File: config.mk
export PLATFORM = sky130hd
export DESIGN_NAME = snoop_coh_ctrl
export DESIGN_NICKNAME = d
export VERILOG_FILES = /design/src/rtl/coh_pkg.sv /design/src/rtl/coh_line_store.sv /design/src/rtl/coh_snoop.sv /design/src/rtl/coh_bus_fsm.sv /design/src/rtl/snoop_coh_ctrl.sv
export SDC_FILE = /design/constraint.sdc
export NUM_CORES = 1
export LEC_CHECK = 0
export ABC_CLOCK_PERIOD_IN_PS = 11300
export BUFFER_PORTS_ARGS = -buffer_cell sky130_fd_sc_hd__buf_2
export CAP_MARGIN = 20
export CORE_UTILIZATION = 40
export DETAILED_ROUTE_END_ITERATION = 10
export PLACE_DENSITY_LB_ADDON = 0.08
export SYNTH_ARGS = -nofsm -noshare
export SYNTH_HDL_FRONTEND = slang
export SYNTH_HIERARCHICAL = 1
export SYNTH_SLANG_ARGS = --single-unit
File: constraint.sdc
create_clock -name clk -period 11.3 [get_ports clk]
set_input_delay 0.565 -clock clk [delete_from_list [all_inputs] [get_ports clk]]
set_output_delay 0.565 -clock clk [all_outputs]
set_load 0.01 [all_outputs]
File: src/rtl/coh_pkg.sv
package coh_pkg;
  typedef enum logic [1:0] {
    ST_I = 2'd0,
    ST_S = 2'd1,
    ST_E = 2'd2
  } line_st_e;

  typedef enum logic [1:0] {
    CMD_NONE = 2'd0,
    CMD_RD   = 2'd1,
    CMD_WR   = 2'd2,
    CMD_WB   = 2'd3
  } bus_cmd_e;

  // a foreign miss changes a matching line when it writes, or reads an owned line
  function automatic logic snoop_touches(line_st_e st, bus_cmd_e c);
    return (c == CMD_WR) || (c == CMD_RD && st == ST_E);
  endfunction

  function automatic line_st_e snoop_next(line_st_e st, bus_cmd_e c);
    if (c == CMD_WR) return ST_I;
    if (c == CMD_RD && st == ST_E) return ST_S;
    return st;
  endfunction

  function automatic logic snoop_supplies(line_st_e st, bus_cmd_e c);
    return (st == ST_E) && (c == CMD_RD || c == CMD_WR);
  endfunction

  // state a line takes when this cache's own transaction completes
  function automatic line_st_e fill_state(bus_cmd_e c);
    case (c)
      CMD_WR:  return ST_E;
      CMD_RD:  return ST_S;
      default: return ST_I;
    endcase
  endfunction
endpackage

File: src/rtl/coh_line_store.sv
module coh_line_store
  import coh_pkg::*;
#(
  parameter int IW = 2,
  parameter int TW = 6,
  parameter int DW = 16
) (
  input  logic          clk,
  input  logic          rst_n,
  input  logic [IW-1:0] cpu_idx,
  input  logic [IW-1:0] snp_idx,
  input  logic          wr_en,
  input  logic [IW-1:0] wr_idx,
  input  logic [TW-1:0] wr_tag,
  input  line_st_e      wr_st,
  input  logic [DW-1:0] wr_data,
  output logic [TW-1:0] cpu_tag,
  output line_st_e      cpu_st,
  output logic [DW-1:0] cpu_data,
  output logic [TW-1:0] snp_tag,
  output line_st_e      snp_st,
  output logic [DW-1:0] snp_data
);
  localparam int LINES = 1 << IW;

  line_st_e      st_q   [LINES];
  logic [TW-1:0] tag_q  [LINES];
  logic [DW-1:0] data_q [LINES];

  always_ff @(posedge clk or negedge rst_n) begin
    if (!rst_n) begin
      for (int i = 0; i < LINES; i++) begin
        st_q[i]   <= ST_I;
        tag_q[i]  <= '0;
        data_q[i] <= '0;
      end
    end else if (wr_en) begin
      st_q[wr_idx]   <= wr_st;
      tag_q[wr_idx]  <= wr_tag;
      data_q[wr_idx] <= wr_data;
    end
  end

  assign cpu_tag  = tag_q[cpu_idx];
  assign cpu_st   = st_q[cpu_idx];
  assign cpu_data = data_q[cpu_idx];
  assign snp_tag  = tag_q[snp_idx];
  assign snp_st   = st_q[snp_idx];
  assign snp_data = data_q[snp_idx];
endmodule

File: src/rtl/coh_snoop.sv
module coh_snoop
  import coh_pkg::*;
#(
  parameter int AW = 8,
  parameter int IW = 2
) (
  input  logic [1:0]       bus_cmd,
  input  logic [AW-1:0]    bus_addr,
  input  logic             bus_gnt,
  input  logic             bus_done,
  input  logic [AW-IW-1:0] line_tag,
  input  line_st_e         line_st,
  output logic [IW-1:0]    snp_idx,
  output logic             snp_flush,
  output logic             snp_apply,
  output line_st_e         snp_next_st
);
  localparam int TW = AW - IW;

  bus_cmd_e      cmd;
  logic          foreign;
  logic          match;
  logic [TW-1:0] addr_tag;

  assign cmd      = bus_cmd_e'(bus_cmd);
  assign snp_idx  = bus_addr[IW-1:0];
  assign addr_tag = bus_addr[AW-1:IW];
  assign foreign  = !bus_gnt && (cmd != CMD_NONE);
  assign match    = foreign && (line_st != ST_I) && (line_tag == addr_tag);

  assign snp_flush   = match && snoop_supplies(line_st, cmd);
  assign snp_apply   = match && bus_done && snoop_touches(line_st, cmd);
  assign snp_next_st = snoop_next(line_st, cmd);
endmodule

File: src/rtl/coh_bus_fsm.sv
module coh_bus_fsm
  import coh_pkg::*;
#(
  parameter int AW = 8,
  parameter int IW = 2,
  parameter int DW = 16
) (
  input  logic             clk,
  input  logic             rst_n,
  input  logic             cpu_req,
  input  logic             cpu_we,
  input  logic [AW-1:0]    cpu_addr,
  input  logic [DW-1:0]    cpu_wdata,
  input  logic             cpu_go,
  input  logic [AW-IW-1:0] line_tag,
  input  line_st_e         line_st,
  input  logic [DW-1:0]    line_data,
  input  logic             snp_apply,
  input  logic [IW-1:0]    snp_idx,
  input  logic             bus_gnt,
  input  logic             bus_done,
  input  logic [DW-1:0]    bus_rdata,
  output logic             bus_req,
  output logic [1:0]       bus_cmd_o,
  output logic [AW-1:0]    bus_addr_o,
  output logic [DW-1:0]    bus_data_o,
  output logic             fill_en,
  output logic [IW-1:0]    fill_idx,
  output logic [AW-IW-1:0] fill_tag,
  output line_st_e         fill_st,
  output logic [DW-1:0]    fill_data
);
  typedef enum logic {F_IDLE, F_BUSY} fsm_e;

  fsm_e          fsm_q;
  bus_cmd_e      cmd_q;
  logic [AW-1:0] addr_q;
  logic [DW-1:0] data_q;

  logic start;
  logic need_wb;
  logic own_done;
  logic victim_gone;

  assign start    = (fsm_q == F_IDLE) && cpu_req && !snp_apply && !cpu_go;
  assign need_wb  = (line_st == ST_E) && (line_tag != cpu_addr[AW-1:IW]);
  assign own_done = (fsm_q == F_BUSY) && bus_gnt && bus_done;
  // a pending writeback becomes pointless once a snoop takes the victim away
  assign victim_gone = (fsm_q == F_BUSY) && !bus_gnt && (cmd_q == CMD_WB) &&
                       snp_apply && (snp_idx == addr_q[IW-1:0]);

  always_ff @(posedge clk or negedge rst_n) begin
    if (!rst_n) begin
      fsm_q  <= F_IDLE;
      cmd_q  <= CMD_NONE;
      addr_q <= '0;
      data_q <= '0;
    end else if (start) begin
      fsm_q <= F_BUSY;
      if (need_wb) begin
        cmd_q  <= CMD_WB;
        addr_q <= {line_tag, cpu_addr[IW-1:0]};
        data_q <= line_data;
      end else begin
        cmd_q  <= cpu_we ? CMD_WR : CMD_RD;
        addr_q <= cpu_addr;
        data_q <= cpu_wdata;
      end
    end else if (own_done || victim_gone) begin
      fsm_q <= F_IDLE;
      cmd_q <= CMD_NONE;
    end
  end

  assign bus_req    = (fsm_q == F_BUSY);
  assign bus_cmd_o  = cmd_q;
  assign bus_addr_o = addr_q;
  assign bus_data_o = data_q;

  assign fill_en   = own_done;
  assign fill_idx  = addr_q[IW-1:0];
  assign fill_tag  = addr_q[AW-1:IW];
  assign fill_st   = fill_state(cmd_q);
  assign fill_data = (cmd_q == CMD_WB) ? data_q : bus_rdata;


  gnt_hold_chk: assert property (@(posedge clk) disable iff (!rst_n)
    (bus_gnt && !bus_done) |=> (bus_req && $stable(bus_cmd_o) &&
                                $stable(bus_addr_o) && $stable(bus_data_o)));


  gnt_has_req_chk: assert property (@(posedge clk) disable iff (!rst_n)
    (bus_gnt && bus_done) |-> bus_req);
endmodule

File: src/rtl/snoop_coh_ctrl.sv
module snoop_coh_ctrl
  import coh_pkg::*;
#(
  parameter int AW = 8,
  parameter int IW = 2,
  parameter int DW = 16
) (
  input  logic          clk,
  input  logic          rst_n,
  input  logic          cpu_req,
  input  logic          cpu_we,
  input  logic [AW-1:0] cpu_addr,
  input  logic [DW-1:0] cpu_wdata,
  output logic [DW-1:0] cpu_rdata,
  output logic          cpu_stall,
  output logic          bus_req,
  input  logic          bus_gnt,
  input  logic          bus_done,
  output logic [1:0]    bus_cmd_o,
  output logic [AW-1:0] bus_addr_o,
  output logic [DW-1:0] bus_data_o,
  input  logic [1:0]    bus_cmd,
  input  logic [AW-1:0] bus_addr,
  input  logic [DW-1:0] bus_rdata,
  output logic          snp_flush,
  output logic [DW-1:0] snp_data
);
  localparam int TW = AW - IW;

  logic [IW-1:0] cpu_idx;
  logic [TW-1:0] cpu_tag_in;
  logic [TW-1:0] line_tag;
  line_st_e      line_st;
  logic [DW-1:0] line_data;
  logic [TW-1:0] s_tag;
  line_st_e      s_st;
  logic [DW-1:0] s_data;

  logic          snp_apply;
  logic [IW-1:0] snp_idx;
  line_st_e      snp_next_st;

  logic          fill_en;
  logic [IW-1:0] fill_idx;
  logic [TW-1:0] fill_tag;
  line_st_e      fill_st;
  logic [DW-1:0] fill_data;

  logic          wr_en;
  logic [IW-1:0] wr_idx;
  logic [TW-1:0] wr_tag;
  line_st_e      wr_st;
  logic [DW-1:0] wr_data;

  logic hit;
  logic cpu_go;
  logic own_wb_done;

  assign cpu_idx    = cpu_addr[IW-1:0];
  assign cpu_tag_in = cpu_addr[AW-1:IW];

  coh_line_store #(.IW(IW), .TW(TW), .DW(DW)) u_store (
    .clk      (clk),
    .rst_n    (rst_n),
    .cpu_idx  (cpu_idx),
    .snp_idx  (snp_idx),
    .wr_en    (wr_en),
    .wr_idx   (wr_idx),
    .wr_tag   (wr_tag),
    .wr_st    (wr_st),
    .wr_data  (wr_data),
    .cpu_tag  (line_tag),
    .cpu_st   (line_st),
    .cpu_data (line_data),
    .snp_tag  (s_tag),
    .snp_st   (s_st),
    .snp_data (s_data)
  );

  coh_snoop #(.AW(AW), .IW(IW)) u_snoop (
    .bus_cmd     (bus_cmd),
    .bus_addr    (bus_addr),
    .bus_gnt     (bus_gnt),
    .bus_done    (bus_done),
    .line_tag    (s_tag),
    .line_st     (s_st),
    .snp_idx     (snp_idx),
    .snp_flush   (snp_flush),
    .snp_apply   (snp_apply),
    .snp_next_st (snp_next_st)
  );

  assign snp_data = s_data;

  // local service: present, and writable when writing
  assign hit    = (line_st != ST_I) && (line_tag == cpu_tag_in);
  assign cpu_go = cpu_req && !bus_req && !snp_apply && hit &&
                  (!cpu_we || line_st == ST_E);
  assign cpu_stall = cpu_req && !cpu_go;
  assign cpu_rdata = line_data;

  coh_bus_fsm #(.AW(AW), .IW(IW), .DW(DW)) u_fsm (
    .clk        (clk),
    .rst_n      (rst_n),
    .cpu_req    (cpu_req),
    .cpu_we     (cpu_we),
    .cpu_addr   (cpu_addr),
    .cpu_wdata  (cpu_wdata),
    .cpu_go     (cpu_go),
    .line_tag   (line_tag),
    .line_st    (line_st),
    .line_data  (line_data),
    .snp_apply  (snp_apply),
    .snp_idx    (snp_idx),
    .bus_gnt    (bus_gnt),
    .bus_done   (bus_done),
    .bus_rdata  (bus_rdata),
    .bus_req    (bus_req),
    .bus_cmd_o  (bus_cmd_o),
    .bus_addr_o (bus_addr_o),
    .bus_data_o (bus_data_o),
    .fill_en    (fill_en),
    .fill_idx   (fill_idx),
    .fill_tag   (fill_tag),
    .fill_st    (fill_st),
    .fill_data  (fill_data)
  );

  // one writer per cycle: snoop first, then own completion, then local write
  always_comb begin
    wr_en   = 1'b0;
    wr_idx  = cpu_idx;
    wr_tag  = line_tag;
    wr_st   = line_st;
    wr_data = line_data;
    if (snp_apply) begin
      wr_en   = 1'b1;
      wr_idx  = snp_idx;
      wr_tag  = s_tag;
      wr_st   = snp_next_st;
      wr_data = s_data;
    end else if (fill_en) begin
      wr_en   = 1'b1;
      wr_idx  = fill_idx;
      wr_tag  = fill_tag;
      wr_st   = fill_st;
      wr_data = fill_data;
    end else if (cpu_go && cpu_we) begin
      wr_en   = 1'b1;
      wr_idx  = cpu_idx;
      wr_tag  = cpu_tag_in;
      wr_st   = ST_E;
      wr_data = cpu_wdata;
    end
  end

  assign own_wb_done = bus_gnt && bus_done && (bus_cmd_e'(bus_cmd_o) == CMD_WB);


  snoop_first_chk: assert property (@(posedge clk) disable iff (!rst_n)
    (snp_apply && cpu_req) |-> cpu_stall);


  hit_quiet_chk: assert property (@(posedge clk) disable iff (!rst_n)
    (cpu_req && !cpu_stall) |-> !bus_req);


  wb_then_miss_chk: assert property (@(posedge clk) disable iff (!rst_n)
    own_wb_done |=> (!cpu_req || cpu_stall));


  flush_not_own_chk: assert property (@(posedge clk) disable iff (!rst_n)
    snp_flush |-> !bus_gnt);
endmodule

; Word-level counts from Yosys, hierarchy flattened
; Index checks and enable logic that the tools add are counted.
[totals]
latch_bits = 0
mem_bits_ro = 0
ramBits = 0
out_inout_bits = 61
input_bits = 56
reg_bits = 123
mem_count = 0
[classes]
n_lt_le_gt_ge = 4
bitwise = 4
reduce_logical = 39
multipliers = 0
shifts = 0
muxes = 58
eq_ne = 11
n_div = 0
add_sub_neg = 0
[op_table]
columns = op, n
row1 = 16-bit 2-to-1 mux, 10
row2 = 16-bit binary-select mux with 2-bit select, 2
row3 = 64-bit bitwise mux, 1
row4 = 6-bit 2-to-1 mux, 8
row5 = 2-bit 2-to-1 mux, 18
row6 = 16-bit demux with 2-bit select, 1
row7 = 1-bit logical AND, 26
row8 = 6-bit binary-select mux with 2-bit select, 2
row9 = 24-bit bitwise mux, 1
row10 = 6-bit demux with 2-bit select, 1
row11 = 6-bit == test, 2
row12 = "2-bit == test, second input constant", 5
row13 = "3-bit greater-or-equal comparator, second input constant", 3
row14 = 2-bit inverter with 3-bit output, 3
row15 = 2-bit binary-select mux with 2-bit select, 2
row16 = 8-bit bitwise mux, 1
row17 = 1-bit 2-to-1 mux, 8
row18 = 8-bit 2-to-1 mux, 1
row19 = 2-bit nonzero test, 4
row20 = 6-bit inequality test, 1
row21 = 1-bit logical NOT, 5
row22 = 2-bit demux with 2-bit select, 1
row23 = "2-bit by 1-bit == test with 1-bit output, second input constant", 2
row24 = 1-bit logical OR, 4
row25 = 4 further kinds, 4

; Depth between registers and ports, before layout
[logic_depth]
depth_word = 18
depth_mapped = 16
depth_no_buf = 12

; Hierarchy
; Netlist, hierarchy kept.
[by_module_without_submodules]
columns = mod, area_each_um2, instances, cells_each
row1 = coh_line_store, 4745.8, 1, 264
row2 = coh_bus_fsm, 1904.3, 1, 218
row3 = snoop_coh_ctrl, 744.5, 1, 107
row4 = coh_snoop, 182.7, 1, 25

; Worst setup path after synthesis
; No wires, ideal clock.
[synth_path]
kind = in2reg
from = in bus_addr[0]
to = reg u_store/data_q[48] (netlist name)
required_time_ns = 11.175
path_slack_ns = 6.875
cell_stages = 13
path_buffers = 6
t_arrival_ns = 4.300
setup_time_ns = 0.125
path_cell_list = buf_4 > buf_2 > buf_4 > mux4_2 > xnor2_1 > o2111ai_1 > nor3_1 > clkbuf_1 > clkbuf_1 > o21ai_0 > nor3b_4 > buf_6 > mux2_2
[synth_via]
word_cells_on_any_way = 38
[synth_rtl]
columns = item, line_no
row1 = "start, declared", snoop_coh_ctrl.sv:23  ; input logic [AW-1:0] bus_addr,
row2 = 2-bit inverter with 3-bit output (implied by the code) (*), coh_line_store.sv:47  ; assign snp_tag = tag_q[snp_idx];
row3 = 6-bit binary-select mux with 2-bit select (*), coh_line_store.sv:47
row4 = 6-bit 2-to-1 mux (implied by the code) (*) (2 in series), coh_line_store.sv:47
row5 = via s_tag[4], snoop_coh_ctrl.sv:35  ; logic [TW-1:0] s_tag;
row6 = 6-bit == test (*), coh_snoop.sv:29  ; assign match = foreign && (line_st != ST_I) && (line_tag == addr_tag);
row7 = 1-bit logical AND (*), coh_snoop.sv:29
row8 = 1-bit logical AND (*) (2 in series), coh_snoop.sv:32  ; assign snp_apply = match && bus_done && snoop_touches(line_st, cmd);
row9 = via snp_apply, snoop_coh_ctrl.sv:39  ; logic snp_apply;
row10 = 2-bit 2-to-1 mux (*), snoop_coh_ctrl.sv:136  ; if (snp_apply) begin
row11 = via wr_idx[1], snoop_coh_ctrl.sv:50  ; logic [IW-1:0] wr_idx;
row12 = 2-bit inverter with 3-bit output (implied by the code) (*), coh_line_store.sv:40  ; data_q[wr_idx] <= wr_data;
row13 = 3-bit greater-or-equal comparator (implied by the code) / 3-bit by 1-bit less-than comparator with 1-bit output (equally long branches), coh_line_store.sv:40
row14 = 1-bit logical AND (implied by the code), coh_line_store.sv:40
row15 = 16-bit 2-to-1 mux (implied by the code), coh_line_store.sv:40
row16 = 16-bit demux with 2-bit select (*), coh_line_store.sv:40
row17 = 64-bit bitwise mux (*), coh_line_store.sv:40
row18 = "end signal, assigned by index", coh_line_store.sv:40
row19 = "end, declared", coh_line_store.sv:28  ; logic [DW-1:0] data_q [LINES];
; Mark *: on every way through the listed nets, which the timed path passes. The rest lies on a longest branch. The select of a mux whose other input is x is not followed.
; A chain may end at the register's enable or synchronous reset.

; Worst setup path in the final report
[layout_path]
from = in bus_addr[0]
to = reg u_store/data_q[8] (netlist name)
[layout_via]
word_cells_on_any_way = 38
[layout_rtl]
columns = item, line_no
row1 = 2-bit inverter with 3-bit output (implied by the code) (*), coh_line_store.sv:47
row2 = 6-bit binary-select mux with 2-bit select (*), coh_line_store.sv:47
row3 = 6-bit 2-to-1 mux (implied by the code) (*) (2 in series), coh_line_store.sv:47
row4 = via s_tag[5], snoop_coh_ctrl.sv:35
row5 = 6-bit == test (*), coh_snoop.sv:29
row6 = 1-bit logical AND (*), coh_snoop.sv:29
row7 = 1-bit logical AND (*) (2 in series), coh_snoop.sv:32
row8 = via snp_apply, snoop_coh_ctrl.sv:39
row9 = 1-bit logical NOT, snoop_coh_ctrl.sv:97  ; assign cpu_go = cpu_req && !bus_req && !snp_apply && hit &&
row10 = 1-bit logical AND (3 in series), snoop_coh_ctrl.sv:97
row11 = 1-bit logical AND, snoop_coh_ctrl.sv:148  ; end else if (cpu_go && cpu_we) begin
row12 = 1-bit 2-to-1 mux, snoop_coh_ctrl.sv:148
row13 = 1-bit 2-to-1 mux, snoop_coh_ctrl.sv:142  ; end else if (fill_en) begin
row14 = 1-bit 2-to-1 mux (*), snoop_coh_ctrl.sv:136
row15 = via wr_en, snoop_coh_ctrl.sv:49  ; logic wr_en;
; Marks and branches as above.

==> out/qor.log <==
qor: outcome.status completed
qor: route.pre_repair_dr_iteration_count 5
qor: cts.clk_path_buf_depth 2
qor: die.starting_utilization_of_the_core_area 0.4147
qor: power.cellPowerDensity 229.5 nW/µm²
qor: sta.period_share 0.4515
qor: grt.vias_in_the_first_global_route 5911
qor: synth.yosysWarningCount 6
qor: setup_path.crit_start bus_addr[0]
qor: sta.fin_tns_setup 0 ns
qor: sta.setup_viol_count_final 0
qor: sta.finalWorstPathRequiredPeriod 5.102 ns
qor: die.fp.dieArea 19500 µm²
qor: grt.grt_overall_usage 0.2388
qor: place.postPlaceCellArea 8182 µm²
qor: cts.buffers_inserted_by_post_cts_timing_repair 0
qor: power.irDropWorstVdd 0.0001324 V
qor: cells_and_area.design_area 8753 µm²
qor: cts.clk_pin_slew 0.06 ns
qor: cts.post_cts_resize_count 0
qor: grt.pin_count_of_the_biggest_net_entering_global_routing 65
qor: sta.timing.final.max_slew_violations 0
qor: route.drc 0
qor: place.place_inst 908
qor: die.overall_die_height 139.6 µm
qor: route.viasPerCell 6.167
qor: die.die_w 139.6 µm
qor: power.clock_power_share 0.254
qor: power.internal-power 1.280 mW
qor: synth.post_synth.cell_area_avg 12.34 µm²
qor: grt.initial_antenna_violation_count 1
qor: setup_path.timing.critical_path.from_type primary input
qor: synth.synth-async-reset-ratio 1.000
qor: synth.netlist_area 7577 µm²
qor: place.port_buffers 116
qor: min_path.path_category_of_the_worst_min_delay_check primary input to async pin
qor: synth.yosys.cell_types.count 44
qor: sta.timing.fmax 0.1960 GHz
qor: sta.slew-limit-headroom 0.3098
qor: synth.synth-edff-count 0
qor: cells_and_area.final_layout_size_suffix_gt1_frac 0.4543
qor: grt.remaining_global_route_overflow 0
qor: route.drt_first_iter_violations 306
qor: sta.timing_hold_violations_final 0
qor: synth.ys_dominant_reg_cell dfrtp_1
qor: sta.rsz_0062_raised_after_global_routing no
qor: cells_and_area.insertedDiodeCount 0
qor: place.dp.final_hpwl 14100 µm
qor: die.std_cell_rows 49
qor: synth.sequential_cell_area_fraction_in_the_yosys_report 0.4062
qor: cts.tritoncts_clock_tree yes
qor: synth.synth_cells 614
qor: sta.final.setup_skew 0.008901 ns
qor: cells_and_area.synthToLayoutAreaGrowth 15.52%
qor: grt.grt_pass1_wl 34570 µm
qor: power.power.static_leakage 3.897 nW
qor: route.total_length_of_routed_wires 22310 µm
qor: power.power.switching_fraction 0.3626
qor: cts.postCtsHoldBufs 0
qor: synth.ys_ff_latch 123
qor: power.switchingPower 728.4 µW
qor: setup_path.critPathArrivalTime 5.41 ns
qor: flow_run.max_cap_violations 0
qor: setup_path.critical_path.endpoint_type flip-flop
qor: cts.clk-insertion-delay-late 0.43 ns
qor: cts.cts_root_buf clkbuf_16
qor: setup_path.crit_type primary input to flip-flop
qor: setup_path.crit_fanout 43
qor: cts.numCtsBuffers 17
qor: synth.mappedNetlistNets 673
qor: sta.worst_pin_slew 1.033 ns
qor: cells_and_area.layout.nets 759
qor: power.sequentialPowerShare 0.361
qor: die.design.portCount 117
qor: setup_path.worstPathRequired 11.60 ns
qor: route.ant_nets 0
qor: die.placeableCoreArea 18270 µm²
qor: route.detail_route.wl_per_cell 23.73 µm
qor: place.globalplace.congestion 0.7895
qor: power.power.share.combinational 0.385
qor: cts.clock-sinks 123
qor: setup_path.reg2reg_launch_point u_store/tag_q[5]
qor: cells_and_area.finish.cell_count_without_fillers 940
qor: cts.cts_max_level 4
qor: route.dr_total_vias 5797
[cells in the mapped netlist (3+ instances only)]
library cell / n / area [µm²]
inv_1: 4 / 15.01
dfrtp_1: 123 / 3078
buf_4: 19 / 142.6
mux2_2: 111 / 1250
a221oi_1: 22 / 192.7
xnor2_1: 17 / 148.9
xor2_1: 3 / 26.28
ha_1: 3 / 37.54
buf_1: 4 / 15.01
o21ai_0: 21 / 105.1
clkbuf_1: 19 / 71.32
nor2b_1: 6 / 37.54
nand2_1: 48 / 180.2
o21ai_1: 9 / 45.04
a22oi_1: 15 / 112.6
buf_2: 14 / 70.07
nand4_1: 4 / 25.02
mux2i_1: 26 / 260.3
mux4_2: 48 / 1081
o221ai_1: 23 / 201.4
nor4_1: 3 / 18.77
nor2_1: 24 / 90.09
nor3_1: 23 / 115.1
[routing by layer]
| metal | vias up | global-route usage | share of wire |
|---|---|---|---|
| met1 | 3012 | 0.3153 | 0.44 |
| met4 | 2 | 0.08213 | 0.017 |
| met2 | 214 | 0.3996 | 0.49 |
| li1 | 2536 | - | - |
| met5 | - | 0 | 0.00049 |
| met3 | 33 | 0.03923 | 0.054 |
[registers in the layout, summed over array words and instances (netlist names)]
register / count
u_fsm/bus_data_o: 16
u_store/tag_q: 24
u_fsm/bus_addr_o: 8
u_fsm/bus_req: 1
u_fsm/bus_cmd_o: 2
u_store/st_q: 8
u_store/data_q: 64
[placed cells by master (no fill, tap or decap), types with 9 or more instances in the layout]
cell type  instances
xnor2_1           17
nand2_1           48
clkbuf_16         17
dfrtp_1          123
a22oi_1           15
o21ai_1            9
a221oi_1          22
o21ai_0           21
nor2_1            24
o221ai_1          23
buf_2            115
nor3_1            22
mux2i_1           26
buf_4              9
mux4_2            48
mux2_2           111
[logic make-up (layout without fill, tap and decap cells)]
family | after synthesis | after routing | share of synthesized area
AO/OA/AOI/OAI | 96 | 96 | 0.09296
XOR/XNOR | 20 | 20 | 0.02312
adder cells (fa/ha/maj) | 3 | 3 | 0.004954
buffers and inverters | 63 | 160 | 0.04706
flip-flops | 123 | 123 | 0.4062
multiplexers | 186 | 186 | 0.3435
AND/OR/NAND/NOR | 123 | 123 | 0.08223
[per-stage QoR]
stage / util / hold WS, ns / total power, mW / setup slack, ns
2_1_floorplan: - / 0.2694 / 1.241 / 6.875
3_3_place_gp: 0.4478 / 0.5005 / 1.468 / 5.737
3_5_place_dp: 0.4478 / 0.5063 / 1.498 / 5.676
4_1_cts: 0.4777 / 0.2767 / 2.012 / 6.130
5_1_grt: 0.4791 / 0.3191 / 2.119 / 5.894
6_report: 0.4791 / 0.2429 / 2.009 / 6.198
[power by group through the flow]
| stage | combinational [mW] | sequential, mW | clock, mW |
|---|---|---|---|
| 2_1_floorplan | 0.536 | 0.705 | 0 |
| 3_5_place_dp | 0.768 | 0.729 | 0 |
| 5_1_grt | 0.836 | 0.746 | 0.537 |
| 4_1_cts | 0.771 | 0.723 | 0.519 |
| 6_report | 0.774 | 0.724 | 0.510 |
| 3_3_place_gp | 0.750 | 0.718 | 0 |
[final timing paths]
kind,endpoint,slack [ns],cells after the start
setup / recovery,u_store/data_q[8],6.20,10
hold / removal,u_store/tag_q[15],0.24,1
setup reg to reg,u_store/data_q[8],6.83,9
hold reg to reg,u_store/tag_q[21],0.52,1
max in group asynchronous,u_store/st_q[3],9.69,2
min in group clk,u_fsm/bus_cmd_o[1],0.42,2
[worst max-delay path: stages]
cell and delay (ns):
buf_2 0.74, mux4_2 0.63, xnor2_1 0.16, nand4_1 0.21, nor3_2 0.20, buf_4 0.47, or2_1 0.76, or2_2 0.31
nand3_2 0.75, mux2_2 0.59
[final cells by class]
| type | instances | area, µm² |
|---|---|---|
| clock inverter | 7 | 67.56 |
| timing repair buffer | 126 | 669.4 |
| tap | 229 | 286.5 |
| clock buffer | 23 | 478.0 |
| fill | 1685 | 9517 |
| sequential | 123 | 3078 |
| multi-input combinational | 428 | 4159 |
| inverter | 4 | 15.01 |
(Power assumes the default switching activity.)
